--- config.mk ---
export PLATFORM = sky130hd
export DESIGN_NAME = digipot_core
export DESIGN_NICKNAME = d
export VERILOG_FILES = /design/src/rtl/digipot_core.sv
export SDC_FILE = /design/constraint.sdc
export NUM_CORES = 1
export LEC_CHECK = 0
export ABC_AREA = 1
export BUFFER_PORTS_ARGS = -buffer_cell sky130_fd_sc_hd__buf_2
export CAP_MARGIN = 20
export CORE_MARGIN = 3
export CORE_UTILIZATION = 45
export CTS_CLUSTER_SIZE = 10
export DETAILED_ROUTE_END_ITERATION = 16
export HOLD_SLACK_MARGIN = 0.06
export PLACE_DENSITY = 0.75
export SYNTH_ARGS = -nofsm -noshare
export SYNTH_HDL_FRONTEND = slang
export SYNTH_SLANG_ARGS = --single-unit
--- constraint.sdc ---
create_clock -name clk -period 1.55 [get_ports clk]
set_clock_uncertainty 0.05 [all_clocks]
set_input_delay 0.31 -clock clk [delete_from_list [all_inputs] [get_ports clk]]
set_output_delay 0.31 -clock clk [all_outputs]
set_load 0.02 [all_outputs]
--- src/rtl/digipot_core.sv ---
module digipot_core #(
  parameter int POSITIONS = 256
) (
  input  logic                                  clk,
  input  logic                                  rst_n,
  input  logic                                  cs_n,
  input  logic                                  sclk,
  input  logic                                  sdi,
  input  logic                                  shdn_n,
  output logic [$clog2(POSITIONS)-1:0]          tap_code,
  output logic                                  shut_flag,
  output logic                                  term_a_open,
  output logic                                  wiper_b_short
);
  localparam int WORD_W   = $clog2(POSITIONS);
  localparam int MAX_CODE = POSITIONS - 1;
  localparam int MID_CODE = POSITIONS / 2;
  localparam logic [WORD_W-1:0] MAX_W = WORD_W'(MAX_CODE);
  localparam logic [WORD_W-1:0] MID_W = WORD_W'(MID_CODE);

  logic [2:0] cs_sy, sclk_sy;
  logic [1:0] sdi_sy, sd_sy;
  logic [WORD_W-1:0] shreg, latch_q, latch_d, clamped;
  logic got_bit, sd_q;

  always_ff @(posedge clk or negedge rst_n)
    if (!rst_n) begin
      cs_sy   <= 3'b111;
      sclk_sy <= 3'b000;
      sdi_sy  <= 2'b00;
      sd_sy   <= 2'b11;
    end else begin
      cs_sy   <= {cs_sy[1:0], cs_n};
      sclk_sy <= {sclk_sy[1:0], sclk};
      sdi_sy  <= {sdi_sy[0], sdi};
      sd_sy   <= {sd_sy[0], shdn_n};
    end

  wire cs_fall   = !cs_sy[1] &&  cs_sy[2];
  wire cs_rise   =  cs_sy[1] && !cs_sy[2];
  wire sclk_rise =  sclk_sy[1] && !sclk_sy[2];
  wire sd_next   = !sd_sy[1];
  wire load      = cs_rise && got_bit;

  always_ff @(posedge clk or negedge rst_n)
    if (!rst_n) begin
      shreg   <= '0;
      got_bit <= 1'b0;
    end else if (cs_fall) begin
      shreg   <= '0;
      got_bit <= 1'b0;
    end else if (sclk_rise && !cs_sy[1]) begin
      shreg   <= {shreg[WORD_W-2:0], sdi_sy[1]};
      got_bit <= 1'b1;
    end

  generate
    if (POSITIONS == (1 << WORD_W)) begin : g_full
      assign clamped = shreg;
    end else begin : g_clamp
      assign clamped = (shreg > MAX_W) ? MAX_W : shreg;
    end
  endgenerate

  assign latch_d = load ? clamped : latch_q;

  always_ff @(posedge clk or negedge rst_n)
    if (!rst_n) begin
      latch_q  <= MID_W;
      tap_code <= MID_W;
      sd_q     <= 1'b0;
    end else begin
      latch_q  <= latch_d;
      tap_code <= sd_next ? '0 : latch_d;
      sd_q     <= sd_next;
    end

  assign shut_flag     = sd_q;
  assign term_a_open   = sd_q;
  assign wiper_b_short = sd_q;

  AST_LATCH_RANGE: assert property (@(posedge clk) disable iff (!rst_n)
    latch_q <= MAX_W);
  AST_NO_EDGE_NO_LOAD: assert property (@(posedge clk) disable iff (!rst_n)
    (cs_rise && !got_bit) |=> $stable(latch_q));
  AST_IDLE_SCLK: assert property (@(posedge clk) disable iff (!rst_n)
    (sclk_rise && cs_sy[1]) |=> $stable(shreg));
  AST_SD_TAP_ZERO: assert property (@(posedge clk) disable iff (!rst_n)
    shut_flag |-> (tap_code == '0 && term_a_open && wiper_b_short));
  AST_RELEASE_TAP: assert property (@(posedge clk) disable iff (!rst_n)
    $fell(shut_flag) |-> tap_code == latch_q);
  AST_TAP_QUIET: assert property (@(posedge clk) disable iff (!rst_n)
    (!cs_rise && (sd_q == sd_next)) |=> $stable(tap_code));
endmodule

==> metrics.md, run 1 <==
| Metric | Value |
|---|---|
| # port buffers | `16` |
| Core footprint | `2830 µm²` |
| Vias in the first global route | `846` |
| DRC viols | `0` |
| R2R cell count | `5` |
| Status | `finished clean` |
| Max_cap viols | `0` |
| CP max stage cell | `dfstp_2` |
| Worst-Skew Late Latency | `0.32 ns` |
| Fillers | `248` |
| # IOs | `17` |
| Routed Wire Length | `2020 µm` |
| Crit. path cell count | `1` |
| Util after Layout | `0.563` |
| Syn nets | `144` |
| Max-slew violation count | `0` |
| Post-CTS Setup Bufs | `0` |
| Largest net degree at the start of global routing | `21` |
| Count leader, synth | `nand2_1` |
| RSZ-0062 raised after global routing | `no` |
| CTS root buf | `clkbuf_4` |
| Post-CTS Hold Fix Bufs | `5` |
| Hold path start | `sdi_sy[0]` |
| Post-DP HPWL | `1440 µm` |
| CTS max path bufs | `2` |
| Routed via count | `899` |
| Yosys top cell by area | `dfrtp_1` |
| Max Clk Rate | `741 MHz` |
| Number of placement rows | `19` |
| Design Area, Final | `1590 µm²` |
| Antenna diode count | `0` |
| Worst VDD drop | `0.768 mV` |
| Worst hold slack | `0.303 ns` |
| Delay-heaviest family, CP | `flip-flops` |
| Cells after synthesis | `138` |
| Setup violators final | `0` |
| Clock-pin transition on the worst setup and hold timing paths | `0.09 ns` |
| Fraction of registers with async set/reset | `1.00` |
| Die Y | `61.2 µm` |
| Worst reg2reg path startpoint | `cs_sy[1]` |
| Placed Cells incl. Taps | `184` |
| Crit path buffers/inverters | `1` |
| Initial antenna violation count | `0` |
| Setup TNS | `0 ns` |
| Cell variety after synth | `18` |
| Hold Fails Final Rpt | `0` |
| Synth top area share | `0.529` |
| Top cells by count, synth | `nand2_1, dfrtp_1, inv_1` |
| Ys Warns | `0` |
| Total die area | `3750 µm²` |
| GP Congestion | `0.772` |
| Relative slew margins | `0.745` |
| Final Non-Filler Cells | `197` |
| GRT overflow | `0` |
| Layout cells sized above 1 | `0.241` |
| Post-synth EDFFs | `0` |
| Fin crit period | `1.35 ns` |
| CP max FO | `1` |
| First-iteration detailed-routing DRC count | `44` |
| Flip-flop and latch area | `910 µm²` |
| Worst EP required | `1.19 ns` |
| # resized after CTS | `0` |
| Total GRT Usage | `0.136` |
| Starting Density | `0.485` |
| Critical path type | `reg2out` |
| CP Launch Point | `tap_code[7]` |
| Placed cell area | `1500 µm²` |
| PD cells | `1180 nW/µm²` |
| Leak Pwr | `0.872 nW` |
| Primary FF master, synth | `dfrtp_1` |
| First-pass GRT wire length | `3580 µm` |
| Synth-to-layout area growth | `16.2%` |
| CP Launch Type | `flip-flop` |
| Layout Nets | `171` |
| Critical path cell sequence | `buf_2` |
| Avg Inst Size Synth | `9.94 µm²` |
| Post-route ant nets | `0` |
| WHS Path Cells | `0` |
| H-tree lvl count | `2` |
| First-pass DRT Iterations | `4` |
| Main area contributors after synthesis | `dfrtp_1, dfstp_2, nand2_1, inv_1, nand4_1` |
| Crit-path max cell delay | `0.52 ns` |
| Actual slew at the worst max-slew pin | `0.382 ns` |
| Multi-input logic area | `324 µm²` |
| Final critical-path share of the clock period | `0.871` |
| Worst path arrival time | `0.99 ns` |
| Worst hold-check path type | `reg2reg` |
| Seq/Total Area, Yosys | `0.663` |
| Post-Syn Area | `1370 µm²` |
| Flops & latches, synth | `36` |
| Wire per inst | `10.2 µm` |
| Clock sink count | `36` |
| CTS tree | `yes` |
| Worst Setup End Kind | `output pin` |
| Total CTS buffers | `5` |
| Post-DR vias/cell | `4.56` |
| Die width | `61.2 µm` |
-- path summary, 6_finish.rpt --
path	slack, ns	end
setup / recovery	0.20	tap_code[7]
hold / removal	0.30	sdi_sy[1]
setup reg to reg	0.29	tap_code[2]
hold reg to reg	0.30	sdi_sy[1]
max in group asynchronous	0.55	cs_sy[1]
min in group asynchronous	0.38	latch_q[5]
-- area by class of cell --
type / count / share of cell area
inverters: 32 / 0.0769
clock buffers: 8 / 0.0306
repair buffers: 22 / 0.0942
flip-flops and latches: 36 / 0.571
multi-input cells: 68 / 0.203
well taps: 31 / 0.0243
-- where the power goes --
group / switching (mW) / internal [mW]
Combinational: 0.213 / 0.114
Sequential: 0.0407 / 1.08
Clock: 0.264 / 0.181
-- cell usage in the layout (no fill, tap or decap), types with 3 or more instances in the layout --
cell type / count
buf_2: 16
clkbuf_1: 3
clkbuf_4: 5
dfrtp_1: 29
dfstp_2: 7
dlygate4sd3_1: 5
inv_1: 28
nand2_1: 39
nand3_1: 6
nand4_1: 5
nor2_1: 8
-- logic make-up after synthesis --
logic type | Yosys count | synth area share
buffers and inverters | 34 | 0.100
flip-flops | 36 | 0.663
AND/OR/NAND/NOR | 67 | 0.233
AO/OA/AOI/OAI | 1 | 0.00365
-- stage by stage --
step | setup WS, ns | total power [mW]
after floorplan | 0.395 | 1.36
after global placement | 0.301 | 1.45
after detailed placement | 0.278 | 1.46
after CTS | 0.183 | 1.92
after global routing | 0.146 | 2.02
final | 0.200 | 1.89
-- flip-flops by register name (all words and copies together) (netlist names) --
| name | flops |
|---|---|
| sd_sy | 2 |
| clamped | 8 |
| sclk_sy | 3 |
| sdi_sy | 2 |
| shut_flag | 1 |
| latch_q | 8 |
| cs_sy | 3 |
| got_bit | 1 |
| tap_code | 8 |
-- routing by layer --
layer	vias up	track usage	routed length [µm]
li1	465	-	-
met2	21	0.210	971
met4	0	0.0557	19
met5	-	0	0
met1	411	0.164	916
met3	2	0.0629	111
Power figures use the tool's default switching activity.
==> run 2, diff against run 1 <==
- ABC_AREA: 1 -> 0
- CORE_UTILIZATION: 45 -> 35
- HOLD_SLACK_MARGIN: 0.06 -> 0.1
- PLACE_DENSITY: 0.75 -> 0.64
==> metrics.md, run 2 <==
| Metric | Value |
|---|---|
| Routed via count | `625 (was 899)` |
| Clock sink count | `36 (unchanged)` |
| Wire per inst | `11.7 µm (was 10.2 µm)` |
| Synth Area in XOR/XNOR | `0 (unchanged)` |
| Die Y | `64.8 µm (was 61.2 µm)` |
| Multi-input logic area | `279 µm² (was 324 µm²)` |
| Post-synthesis mux area share | `0.0744 (was 0)` |
| Hold Fails Final Rpt | `0 (unchanged)` |
| Initial antenna violation count | `0 (unchanged)` |
| Most common cell after layout, fill and taps aside | `dfrtp_1 (was nand2_1)` |
| Commonest non-fill, non-tap cells in the layout | `dfrtp_1, buf_2, and2_1, dfstp_2, a22o_1 (was nand2_1, dfrtp_1, inv_1, buf_2, nor2_1)` |
| Setup violators final | `0 (unchanged)` |
| Cells after synthesis | `72 (was 138)` |
| Crit-path max cell delay | `0.62 ns (was 0.52 ns)` |
| Worst path arrival time | `1.62 ns (was 0.99 ns)` |
| Max-slew violation count | `0 (unchanged)` |
| Top routing layer used | `met3 (was met4)` |
| Synth Area in Compound Gates | `0.0754 (was 0.00365)` |
| Leak Pwr | `0.743 nW (was 0.872 nW)` |
| Met3 WL | `110 µm (was 111 µm)` |
| Layout cells sized above 1 | `0.350 (was 0.241)` |
| Core footprint | `3180 µm² (was 2830 µm²)` |
| Post-synthesis adder-cell area fraction | `0 (unchanged)` |
| Post-CTS Hold Fix Bufs | `5 (unchanged)` |
| Critical path type | `reg2reg (was reg2out)` |
| Avg Inst Size Synth | `16.8 µm² (was 9.94 µm²)` |
| Fillers | `303 (was 248)` |
| Starting Density | `0.381 (was 0.485)` |
| DRC viols | `0 (unchanged)` |
| # IOs | `17 (unchanged)` |
| Worst hold-check path type | `reg2reg (unchanged)` |
| Fraction of registers with async set/reset | `1.00 (unchanged)` |
| # resized after CTS | `0 (unchanged)` |
| Switch Pwr | `0.341 mW (was 0.517 mW)` |
| Worst Setup End Kind | `flip-flop (was output pin)` |
| Routed wl met2 | `841 µm (was 971 µm)` |
| Main combinational cell family by area after synthesis | `simple AND/OR/NAND/NOR gates (unchanged)` |
| Synth Area in Simple Gates | `0.0806 (was 0.233)` |
| Share of power burned in registers | `0.629 (was 0.591)` |
| Flip-flop and latch area | `910 µm² (unchanged)` |
| Internal Power | `1.23 mW (was 1.37 mW)` |
| Layout Nets | `105 (was 171)` |
| CTS root buf | `clkbuf_4 (unchanged)` |
| Delay-heaviest family, CP | `flip-flops (unchanged)` |
| Post-synth EDFFs | `0 (unchanged)` |
| Largest net degree at the start of global routing | `37 (was 21)` |
| Post-route ant nets | `0 (unchanged)` |
| Count leader, synth | `dfrtp_1 (was nand2_1)` |
| Setup TNS | `0 ns (unchanged)` |
| Worst-Skew Late Latency | `0.32 ns (about the same)` |
| Main area contributors after synthesis | `dfrtp_1, dfstp_2, mux2_1, a22o_1, and2_1 (was dfrtp_1, dfstp_2, nand2_1, inv_1, nand4_1)` |
| H-tree lvl count | `2 (unchanged)` |
| Switching portion of total power | `0.216 (was 0.274)` |
| Vias in the first global route | `656 (was 846)` |
| Post-DR vias/cell | `4.34 (was 4.56)` |
| Max Clk Rate | `686 MHz (was 741 MHz)` |
| Util after Layout | `0.459 (was 0.563)` |
| Total die area | `4200 µm² (was 3750 µm²)` |
| Critical path cell sequence | `nand3b_4, mux2_1, and2_1 (was buf_2)` |
| CP max FO | `8 (was 1)` |
| CTS max path bufs | `2 (unchanged)` |
| CP max stage cell | `dfstp_2 (unchanged)` |
| Final critical-path share of the clock period | `0.941 (was 0.871)` |
| # port buffers | `16 (unchanged)` |
| Antenna diode count | `0 (unchanged)` |
| First-iteration detailed-routing DRC count | `17 (was 44)` |
| Relative slew margins | `0.762 (was 0.745)` |
| Post-Syn Area | `1210 µm² (was 1370 µm²)` |
| Status | `finished clean (unchanged)` |
| Top cells by count, synth | `dfrtp_1, and2_1, dfstp_2 (was nand2_1, dfrtp_1, inv_1)` |
| First-pass GRT wire length | `2950 µm (was 3580 µm)` |
| CTS tree | `yes (unchanged)` |
| Seq/Total Area, Yosys | `0.751 (was 0.663)` |
| Flops & latches, synth | `36 (unchanged)` |
| First-pass DRT Iterations | `2 (was 4)` |
| Primary FF master, synth | `dfrtp_1 (unchanged)` |
| GP Congestion | `0.687 (was 0.772)` |
| Max_cap viols | `0 (unchanged)` |
| Ys Warns | `0 (unchanged)` |
| Synth top area share | `0.599 (was 0.529)` |
| RSZ-0062 raised after global routing | `no (unchanged)` |
| Total GRT Usage | `0.0938 (was 0.136)` |
| Worst EP required | `1.72 ns (was 1.19 ns)` |
| Comb pwr share | `0.053 (was 0.173)` |
| Post-CTS Setup Bufs | `0 (unchanged)` |
| Yosys top cell by area | `dfrtp_1 (unchanged)` |
| Worst VDD drop | `0.529 mV (was 0.768 mV)` |
| Crit path buffers/inverters | `0 (was 1)` |
| Routed Wire Length | `1680 µm (was 2020 µm)` |
| Die width | `64.8 µm (was 61.2 µm)` |
| Number of placement rows | `20 (was 19)` |
| M1 WL | `731 µm (was 916 µm)` |
| Clock-pin transition on the worst setup and hold timing paths | `0.09 ns (about the same)` |
| Clock share of power | `0.318 (was 0.235)` |
| Post-DP HPWL | `1090 µm (was 1440 µm)` |
| Cell variety after synth | `18 (unchanged)` |
| CP Launch Type | `flip-flop (unchanged)` |
| GRT overflow | `0 (unchanged)` |
| Fin crit period | `1.46 ns (was 1.35 ns)` |
| Total CTS buffers | `5 (unchanged)` |
| Actual slew at the worst max-slew pin | `0.355 ns (was 0.382 ns)` |
| PD cells | `1080 nW/µm² (was 1180 nW/µm²)` |
| Syn nets | `78 (was 144)` |
| Synth-to-layout area growth | `20.6% (was 16.2%)` |
run 2: cell count changes in the layout (fill, tap and decap cells not counted), sizes merged, moves of 5 or more:
cell	before	now
nor2	12	0
and2	0	8
a22o	0	6
nand2	42	1
mux2	0	8
nand4	5	0
nand3	7	0
inv	31	2
run 2: stage by stage:
| stage | setup WS [ns] | power [mW] | hold slack, ns | instances | cell area (µm²) |
|---|---|---|---|---|---|
| global route | 0.00529 | 1.66 | 0.316 | 144 | 1460 |
| finish | 0.0917 | 1.57 | 0.307 | 144 | 1460 |
| CTS | 0.0812 | 1.60 | 0.311 | 144 | 1460 |
| floorplan | 0.187 | 1.04 | -0.0356 | 72 | 1210 |
| detailed placement | 0.0946 | 1.09 | 0.235 | 131 | 1350 |
| global placement | 0.115 | 1.08 | 0.234 | 131 | 1350 |
run 2: power by group through the flow:
stage                     clock network, mW  logic [mW]  registers [mW]
after floorplan                           0      0.0339            1.01
after global placement                    0      0.0761            1.01
after detailed placement                  0      0.0763            1.01
after CTS                             0.523      0.0863           0.992
after global routing                  0.574      0.0930           0.996
final                                 0.500      0.0833           0.991
run 2: worst reg2reg max path, cell delays in order (launching register included):
cell      delay (ns)
dfstp_2         0.62
nand3b_4        0.16
mux2_1          0.36
and2_1          0.16
run 2: cell type report:
class / instances / share of cell area
clock buffer: 8 / 0.0403
tap: 44 / 0.0377
sequential: 36 / 0.623
timing repair buffer: 22 / 0.103
inverter: 2 / 0.00514
multi-input combinational: 32 / 0.191
run 2: layer usage:
| metal | vias to the layer above | track usage |
|---|---|---|
| met2 | 16 | 0.149 |
| li1 | 300 | - |
| met3 | 0 | 0.0572 |
| met1 | 309 | 0.109 |
| met5 | - | 0 |
| met4 | 0 | 0.0158 |
run 2: cell families (layout without fill, tap and decap cells):
| family | after synthesis | in the layout |
|---|---|---|
| simple gates | 13 | 13 |
| mux | 8 | 8 |
| compound gates | 11 | 11 |
| buf+inv | 4 | 32 |
| flops | 36 | 36 |
run 2: worst paths after layout:
path,from,to,slack [ns],depth (start not counted)
max in group asynchronous,rst_n,latch_q[7],0.79,3
setup reg to reg,cs_sy[1],tap_code[0],0.09,3
hold / removal,sdi_sy[0],sdi_sy[1],0.31,0
min in group asynchronous,rst_n,tap_code[1],0.41,3
hold reg to reg,sdi_sy[0],sdi_sy[1],0.31,0
setup / recovery,cs_sy[1],tap_code[0],0.09,3
